File: config.mk
export PLATFORM = sky130hd
export DESIGN_NAME = alu8_core
export DESIGN_NICKNAME = d
export VERILOG_FILES = /design/src/rtl/alu8_pkg.sv /design/src/rtl/alu8_decode.sv /design/src/rtl/alu8_addsub.sv /design/src/rtl/alu8_logic.sv /design/src/rtl/alu8_core.sv
export SDC_FILE = /design/constraint.sdc
export NUM_CORES = 1
export LEC_CHECK = 0
export CORE_UTILIZATION = 59
export CTS_BUF_LIST = sky130_fd_sc_hd__clkbuf_4
export DETAILED_ROUTE_END_ITERATION = 7
export PLACE_DENSITY = 0.88
export SLEW_MARGIN = 15
export SYNTH_ARGS = -nofsm -noshare
export SYNTH_HDL_FRONTEND = slang
export SYNTH_SLANG_ARGS = --single-unit
File: constraint.sdc
create_clock -name clk -period 5.7 [get_ports clk]
set_input_delay 0.855 -clock clk [delete_from_list [all_inputs] [get_ports clk]]
set_output_delay 0.855 -clock clk [all_outputs]
set_load 0.02 [all_outputs]
File: src/rtl/alu8_pkg.sv
package alu8_pkg;

    typedef enum logic [3:0] {
        K_ADD, K_ADC, K_SUB, K_SBC, K_AND, K_XOR, K_OR, K_CP,
        K_INC, K_DEC, K_NONE
    } alu_kind_t;

    typedef enum logic [0:0] {
        ST_IDLE,
        ST_RESULT
    } seq_state_t;

    typedef struct packed {
        logic z;
        logic n;
        logic h;
        logic c;
    } flag4_t;

    localparam logic [2:0] ACC_CODE = 3'd7;

    function automatic alu_kind_t op_field_kind(input logic [2:0] ooo);
        alu_kind_t k;
        unique case (ooo)
            3'd0: k = K_ADD;
            3'd1: k = K_ADC;
            3'd2: k = K_SUB;
            3'd3: k = K_SBC;
            3'd4: k = K_AND;
            3'd5: k = K_XOR;
            3'd6: k = K_OR;
            default: k = K_CP;
        endcase
        return k;
    endfunction

endpackage

File: src/rtl/alu8_decode.sv
module alu8_decode
    import alu8_pkg::*;
(
    input  logic [7:0] opcode,
    output alu_kind_t  kind,
    output logic [2:0] dest,
    output logic       writes_back
);
    always_comb begin
        kind        = K_NONE;
        dest        = ACC_CODE;
        writes_back = 1'b0;
        unique case (opcode[7:6])
            2'b10: begin
                kind        = op_field_kind(opcode[5:3]);
                writes_back = (opcode[5:3] != 3'b111);
            end
            2'b11: begin
                if (opcode[2:0] == 3'b110) begin
                    kind        = op_field_kind(opcode[5:3]);
                    writes_back = (opcode[5:3] != 3'b111);
                end
            end
            2'b00: begin
                if (opcode[2:0] == 3'b100) begin
                    kind        = K_INC;
                    dest        = opcode[5:3];
                    writes_back = 1'b1;
                end else if (opcode[2:0] == 3'b101) begin
                    kind        = K_DEC;
                    dest        = opcode[5:3];
                    writes_back = 1'b1;
                end
            end
            default: ;
        endcase
    end
endmodule

File: src/rtl/alu8_addsub.sv
module alu8_addsub #(
    parameter int unsigned DATA_W = 8
) (
    input  logic [DATA_W-1:0] a,
    input  logic [DATA_W-1:0] b,
    input  logic              cin,
    input  logic              sub,
    output logic [DATA_W-1:0] res,
    output logic              cy,
    output logic              hc
);
    localparam int unsigned NIB_W = DATA_W / 2;

    logic [DATA_W:0]   full;
    logic [DATA_W-1:0] b_adj;
    logic [NIB_W:0]    nib_sum;
    logic [NIB_W:0]    nib_dif;
    logic [DATA_W:0]   cin_w;

    always_comb begin
        cin_w   = {{DATA_W{1'b0}}, cin};
        b_adj   = b + cin_w[DATA_W-1:0];
        nib_sum = {1'b0, a[NIB_W-1:0]} + {1'b0, b_adj[NIB_W-1:0]};
        nib_dif = a[NIB_W:0] - {1'b0, b_adj[NIB_W-1:0]};
        if (sub) begin
            full = {1'b0, a} - {1'b0, b} - cin_w;
            hc   = nib_dif[NIB_W] ^ a[NIB_W];
        end else begin
            full = {1'b0, a} + {1'b0, b} + cin_w;
            hc   = nib_sum[NIB_W];
        end
        res = full[DATA_W-1:0];
        cy  = full[DATA_W];
    end
endmodule

File: src/rtl/alu8_logic.sv
module alu8_logic #(
    parameter int unsigned DATA_W = 8
) (
    input  logic [DATA_W-1:0] a,
    input  logic [DATA_W-1:0] b,
    input  logic [1:0]        sel,
    output logic [DATA_W-1:0] res
);
    always_comb begin
        unique case (sel)
            2'd0:    res = a & b;
            2'd1:    res = a ^ b;
            default: res = a | b;
        endcase
    end
endmodule

File: src/rtl/alu8_core.sv
module alu8_core
    import alu8_pkg::*;
#(
    parameter int unsigned DATA_W = 8
) (
    input  logic              clk,
    input  logic              rst_n,
    input  logic              op_valid,
    input  logic [7:0]        opcode,
    input  logic [DATA_W-1:0] acc_in,
    input  logic [DATA_W-1:0] opnd_in,
    output logic              res_valid,
    output logic [DATA_W-1:0] res_data,
    output logic [2:0]        res_dest,
    output logic              flags_we,
    output logic [DATA_W-1:0] flags_q
);
    localparam int unsigned LOW_W = DATA_W - 4;

    seq_state_t  state_q, state_d;
    alu_kind_t   kind;
    logic [2:0]  dec_dest;
    logic        dec_wb;
    logic        accept;
    logic        is_step;
    logic        is_logic;
    logic        sub_sel;
    logic        cin_sel;
    logic [DATA_W-1:0] a_sel, b_sel;
    logic [DATA_W-1:0] as_res, lg_res;
    logic        as_cy, as_hc;
    logic [1:0]  lg_sel;
    logic [DATA_W-1:0] res_d;
    flag4_t      flg_d, flg_q;
    logic        wb_q;

    alu8_decode u_dec (
        .opcode      (opcode),
        .kind        (kind),
        .dest        (dec_dest),
        .writes_back (dec_wb)
    );

    always_comb begin
        accept   = op_valid && (kind != K_NONE);
        is_step  = (kind == K_INC) || (kind == K_DEC);
        is_logic = (kind == K_AND) || (kind == K_XOR) || (kind == K_OR);
        sub_sel  = (kind == K_SUB) || (kind == K_SBC) || (kind == K_CP) || (kind == K_DEC);
        cin_sel  = ((kind == K_ADC) || (kind == K_SBC)) && flg_q.c;
        a_sel    = is_step ? opnd_in : acc_in;
        b_sel    = is_step ? {{(DATA_W-1){1'b0}}, 1'b1} : opnd_in;
        unique case (kind)
            K_AND:   lg_sel = 2'd0;
            K_XOR:   lg_sel = 2'd1;
            default: lg_sel = 2'd2;
        endcase
    end

    alu8_addsub #(.DATA_W(DATA_W)) u_as (
        .a   (a_sel),
        .b   (b_sel),
        .cin (cin_sel),
        .sub (sub_sel),
        .res (as_res),
        .cy  (as_cy),
        .hc  (as_hc)
    );

    alu8_logic #(.DATA_W(DATA_W)) u_lg (
        .a   (acc_in),
        .b   (opnd_in),
        .sel (lg_sel),
        .res (lg_res)
    );

    always_comb begin
        if (is_logic) begin
            res_d   = lg_res;
            flg_d.z = (lg_res == '0);
            flg_d.n = 1'b0;
            flg_d.h = (kind == K_AND);
            flg_d.c = 1'b0;
        end else begin
            res_d   = (kind == K_CP) ? acc_in : as_res;
            flg_d.z = (as_res == '0);
            flg_d.n = sub_sel;
            flg_d.h = as_hc;
            flg_d.c = as_cy;
        end
    end

    // sequencer next-state
    always_comb begin
        state_d = state_q;
        unique case (state_q)
            ST_IDLE:   state_d = accept ? ST_RESULT : ST_IDLE;
            ST_RESULT: state_d = accept ? ST_RESULT : ST_IDLE;
            default:   state_d = ST_IDLE;
        endcase
    end

    // state register
    always_ff @(posedge clk or negedge rst_n) begin
        if (!rst_n) state_q <= ST_IDLE;
        else        state_q <= state_d;
    end

    // datapath registers
    always_ff @(posedge clk or negedge rst_n) begin
        if (!rst_n) begin
            flg_q    <= '0;
            res_data <= '0;
            res_dest <= ACC_CODE;
            wb_q     <= 1'b0;
        end else if (accept) begin
            flg_q    <= flg_d;
            res_data <= res_d;
            res_dest <= dec_dest;
            wb_q     <= dec_wb;
        end
    end

    // outputs
    always_comb begin
        res_valid = 1'b0;
        flags_we  = 1'b0;
        unique case (state_q)
            ST_RESULT: begin
                res_valid = wb_q;
                flags_we  = 1'b1;
            end
            default: ;
        endcase
        flags_q = {flg_q.z, flg_q.n, flg_q.h, flg_q.c, {LOW_W{1'b0}}};
    end
endmodule

==> impl_metrics.toml, run 1 <==
[status]
status = "completed"

[worst_setup_path]
start_kind = "input port"
critPathMaxFanout = 14
reg2reg_depth = 13
reg2reg_to = "res_data[7]"
end_kind = "flip-flop"
worst_ep_required_time_ps = 5910
critPathArrivalTime_ps = 4810
rrSetupSlack_ps = 2680
crit_type = "in2reg"
r2r-start = "flags_q[4]"

[clocking]
cts.sinks = 17
cts-root-buf = "clkbuf_4"
cts-resized-gates = 0
cts_buffer_depth = 2
holdBufCountCts = 0
htree_levels = 1
cts_tree = "yes"
clock_latency_ps = 290
clk_pin_slew_ps = 100
cts_setup_buffers = 0
numCtsBuffers = 3

[power_and_ir_drop]
power_density_nw_per_um2 = 180
power.leakage_uw = 0.00155
power_uw = 565
ir_drop_uv = 89.3

[floorplan]
chipHeight_um = 68.9
num_rows = 23
start_util = 0.637
die_w_um = 68.9
core_area_sq_um = 4140
design.die.area_sq_um = 4750
pin_count = 48

[logic_synthesis]
yosys_warnings = 0
synth-seq-cells = 17
synth.avg_cell_area_sq_um = 7.90
ys.flop_type = "dfrtp_1"
yosysUniqueCellTypes = 59
synth_seq_area_share = 0.163
synth_area_sq_um = 2640
synthArstFlopShare = 1.00
netlist_instances = 334
synth_edf_count = 0

[sta]
hold_viol_final = 0
worst_slack_ps = 1100
skew_ps = 1.42
fmax_mhz = 218
tns_ps = 0
rsz0062_at_grt = "false"
period_share = 0.807
period_minus_slack_ps = 4600
final_max_slew_viol_count = 0
slew_headroom = 0.346
worst_pin_slew_ps = 982
finalSetupViolCount = 0

[global_route]
grt_overflow = 0
grt_pass1_vias = 2365
grt_pass1_wl_um = 10600
gr-usage-all-layers = 0.297
antenna_found_initial = 0
grt_max_degree = 35

[route]
ant_nets = 0
viasPerCell = 5.87
routed_wirelength_um = 6460
remaining_drc_errors = 0
drt_first_iter_violations = 278
drt-pass1-iter-count = 4
vias = 2483
avgRoutedWirePerCell_um = 15.3

[worst_hold_path]
min_from = "res_dest[1]"
min_to = "res_dest[1]"
hold_path_depth = 2
hold_class = "reg2reg"

[layout]
layout_common_cells = "ha_1, inv_1, clkdlybuf4s50_1"
final_common_cell = "ha_1"
layout-drive-gt1-share = 0.0509
nets = 451
n_antenna_cell = 0
fillers = 315
synthToLayoutAreaGrowth_pct = 18.5

[place]
portBuffers = 43
gp_congestion = 0.914
dp_slack_ps = 842
dpl.hpwl_um = 5400

[job]
max_cap_violations = 0
## power breakdown
part	switching, uW	internal [uW]	leakage [uW]
clock	39.7	26.1	0.0000177
combinational	183	152	0.00132
sequential	16.0	149	0.000209
total	238	326	0.00155
## registers in the layout, summed over array words and instances (netlist names)
name      cells
res_dest      3
flags_q       4
res_data      8
state_q       1
wb_q          1
## cells in the mapped netlist, types with 2 or more instances
master | number | area [sq um]
ha_1 | 46 | 576
nand4_1 | 2 | 12.5
a21o_1 | 13 | 97.6
a21oi_1 | 16 | 80.1
a2111oi_0 | 2 | 17.5
a211oi_1 | 5 | 37.5
mux2i_1 | 17 | 170
o211ai_1 | 2 | 15.0
dfstp_2 | 3 | 78.8
o31ai_1 | 2 | 15.0
nor3_1 | 2 | 10.0
fa_1 | 4 | 80.1
inv_1 | 44 | 165
a22o_1 | 3 | 26.3
nor2_1 | 28 | 105
o21ai_0 | 6 | 30.0
clkbuf_1 | 9 | 33.8
dfrtp_1 | 14 | 350
a31oi_1 | 2 | 12.5
buf_4 | 5 | 37.5
nand2b_1 | 2 | 12.5
xnor2_1 | 6 | 52.6
nor2b_1 | 3 | 18.8
xor2_1 | 4 | 35.0
o21ai_1 | 17 | 85.1
nand2_1 | 37 | 139
nand3_1 | 4 | 20.0
and2_1 | 5 | 31.3
## cell type report
type                       count  area (sq um)  area share
inverter                      44           165      0.0528
clock buffer                   3          22.5     0.00720
sequential                    17           429       0.137
clock inverter                 1          5.00     0.00160
tap                           50          62.6      0.0200
timing repair buffer          47           460       0.147
multi-input combinational    261          1980       0.634
## metrics by stage
| step | hold slack, ps | utilization | std cells | area [sq um] |
|---|---|---|---|---|
| floorplan | 447 | - | 337 | 2650 |
| global placement | 448 | 0.748 | 419 | 3100 |
| detailed placement | 453 | 0.748 | 419 | 3100 |
| CTS | 467 | 0.755 | 423 | 3130 |
| global route | 498 | 0.755 | 423 | 3130 |
| finish | 464 | 0.755 | 423 | 3130 |
## critical path: stages
cell	delay, ps
clkdlybuf4s50_1	540
and4b_1	290
a221oi_2	280
buf_4	290
nand4bb_1	300
inv_1	140
fa_1	470
inv_1	80
ha_1	250
nand2_1	80
mux2i_1	110
o221a_1	290
a31oi_1	230
mux2i_1	120
nor3b_2	210
nor2_1	60
o31ai_1	220
## metal layers
layer | track usage | vias to the layer above | routed length [um]
met3 | 0.0313 | 14 | 394
met2 | 0.529 | 99 | 3070
met1 | 0.380 | 1146 | 2900
li1 | - | 1224 | -
met4 | 0.0689 | 0 | 94
met5 | 0 | - | 0
## worst max path at each step
stage	end	from	slack [ps]	depth (start not counted)
after floorplan	res_data[7]	opcode[7]	1680	16
after global placement	res_data[5]	opcode[7]	980	16
after detailed placement	res_data[7]	opcode[1]	840	16
after CTS	res_data[7]	opcode[7]	1140	17
after global routing	res_data[7]	opcode[7]	810	16
final	res_data[7]	opcode[7]	1100	17
## kinds of logic after synthesis
family	after synthesis	share of synthesized area
compound gates	83	0.213
flops	17	0.163
mux	18	0.0687
xor+xnor	10	0.0332
simple gates	96	0.181
buf+inv	59	0.0915
other cells	1	0.00142
fa+ha+maj	50	0.248
Note: power is estimated with default switching activity, not from simulation.
==> run 2, diff against run 1 <==
- CORE_UTILIZATION: 59 -> 55
- PLACE_DENSITY: 0.88 -> 0.83
- clock period: 5.7 -> 4.78 ns (I/O delays scaled with it)
==> run 2 against run 1 <==
Compared with the run above: final area increased by 0.80%; the run now ends with DRC left; non-clock buffer count increased by 3; sequential power increased by 18%; sequential share of layout area decreased by 0.11 points; core utilization decreased by 5.0 points; global-route usage decreased by 4.2 points; combinational power increased by 19%; via count increased by 0.40%; wire length decreased by 2.3%; die area increased by 7.1%.
==> impl_metrics.toml, run 2 (synthesis gave the netlist of run 1 again) <==
[status]
status = "finished, violations left"
violations = "DRC"

[power_and_ir_drop]
power_switching_uw = 277
power_uw = 667
seq_power_share = 0.291
p_sw_frac = 0.415
power_frac_comb = 0.596
p_clk_frac = 0.113
power_density_nw_per_um2 = 211
ir_drop_uv = 99.4
power.leakage_uw = 0.00156
intPower_uw = 390

[worst_setup_path]
reg2reg_depth = 13
startpoint = "opcode[7]"
rrSetupSlack_ps = 1850
reg2reg_to = "res_data[7]"
end_kind = "flip-flop"
crit_type = "in2reg"
start_kind = "input port"
critPathArrivalTime_ps = 4330
critPathMaxFanout = 13
r2r-start = "flags_q[4]"
endpoint = "res_data[7]"
worst_ep_required_time_ps = 4980

[global_route]
grt_overflow = 0
grt_pass1_vias = 2325
antenna_found_initial = 0
grt_pass1_wl_um = 10500
grt_max_degree = 35
gr-usage-all-layers = 0.255

[layout]
nets = 454
largest_reg_flops = 8
fillers = 376
final_common_cell = "ha_1"
layout-drive-gt1-share = 0.0585
synthToLayoutAreaGrowth_pct = 19.5
regMostFlops = "res_data"
final_util = 0.705
n_antenna_cell = 0
layout_common_cells = "ha_1, inv_1, clkdlybuf4s50_1"

[place]
dpl.hpwl_um = 5310
gp_congestion = 0.878
portBuffers = 43

[route]
drt_first_iter_violations = 170
vias = 2493
avgRoutedWirePerCell_um = 14.7
routed_wirelength_um = 6310
drt-pass1-iter-count = 8
viasPerCell = 5.82
ant_nets = 0
remaining_drc_errors = 4

[floorplan]
design.die.area_sq_um = 5080
chipHeight_um = 71.3
start_util = 0.590
die_w_um = 71.3
core_area_sq_um = 4470
num_rows = 24
pin_count = 48

[clocking]
holdBufCountCts = 0
cts_buffer_depth = 2
htree_levels = 1
numCtsBuffers = 3
clk_pin_slew_ps = 100
cts_tree = "yes"
cts.sinks = 17
cts-resized-gates = 0
cts-root-buf = "clkbuf_4"
clock_latency_ps = 290
cts_setup_buffers = 0

[sta]
period_minus_slack_ps = 4130
fmax_mhz = 242
period_share = 0.864
worst_pin_slew_ps = 728
slew_headroom = 0.513
skew_ps = 5.19
rsz0062_at_grt = "false"
tns_ps = 0
final_max_slew_viol_count = 0
hold_viol_final = 0
hold_slack_ps = 463
finalSetupViolCount = 0

[worst_hold_path]
hold_class = "reg2reg"

[job]
max_cap_violations = 0
run 2: power by group through the flow:
stage / Combinational [uW] / Sequential (uW) / Clock [uW]
after CTS: 395 / 194 / 76.2
after global placement: 384 / 196 / 0
final: 398 / 194 / 75.3
after detailed placement: 393 / 198 / 0
after floorplan: 214 / 232 / 0
after global routing: 435 / 198 / 80.5
run 2: worst max-delay path, cell delays in order:
cell and delay (ps):
clkdlybuf4s50_1 540, nor4b_4 290, buf_4 240, buf_4 210, a21o_1 160, ha_1 280, ha_1 260, or4_1 500
o221a_1 250, a31oi_1 220, mux2i_1 120, nor3b_2 220, nor2_1 80, o31ai_1 240
run 2: through the flow:
step,instances,setup slack [ps],instance area [sq um]
4_1_cts,428,690,3150
3_3_place_gp,424,463,3130
3_5_place_dp,424,396,3130
2_1_floorplan,337,895,2650
6_report,428,650,3150
5_1_grt,428,337,3150
run 2: worst min-delay path by stage:
| stage | cells past startpoint | endpoint | from | slack, ps |
|---|---|---|---|---|
| 6_report | 2 | res_dest[0] | res_dest[0] | 460 |
| 5_1_grt | 2 | res_dest[2] | res_dest[2] | 480 |
| 4_1_cts | 2 | res_dest[0] | res_dest[0] | 470 |
| 3_5_place_dp | 2 | res_dest[0] | res_dest[0] | 450 |
| 3_3_place_gp | 2 | res_dest[0] | res_dest[0] | 450 |
| 2_1_floorplan | 0 | flags_q[4] | rst_n | 420 |
run 2: layout make-up:
| type | instances | area, sq um | share of cell area |
|---|---|---|---|
| clock buffers | 3 | 22.5 | 0.00714 |
| clock inverters | 1 | 5.00 | 0.00159 |
| inverters | 44 | 165 | 0.0524 |
| multi-input cells | 261 | 1980 | 0.629 |
| flip-flops and latches | 17 | 429 | 0.136 |
| well taps | 52 | 65.1 | 0.0206 |
| repair buffers | 50 | 483 | 0.153 |
run 2: layer usage:
metal / routed length [um] / GRT usage
met1: 2810 / 0.334
met2: 3030 / 0.453
met3: 369 / 0.0197
met4: 95 / 0.0711
met5: 0 / 0
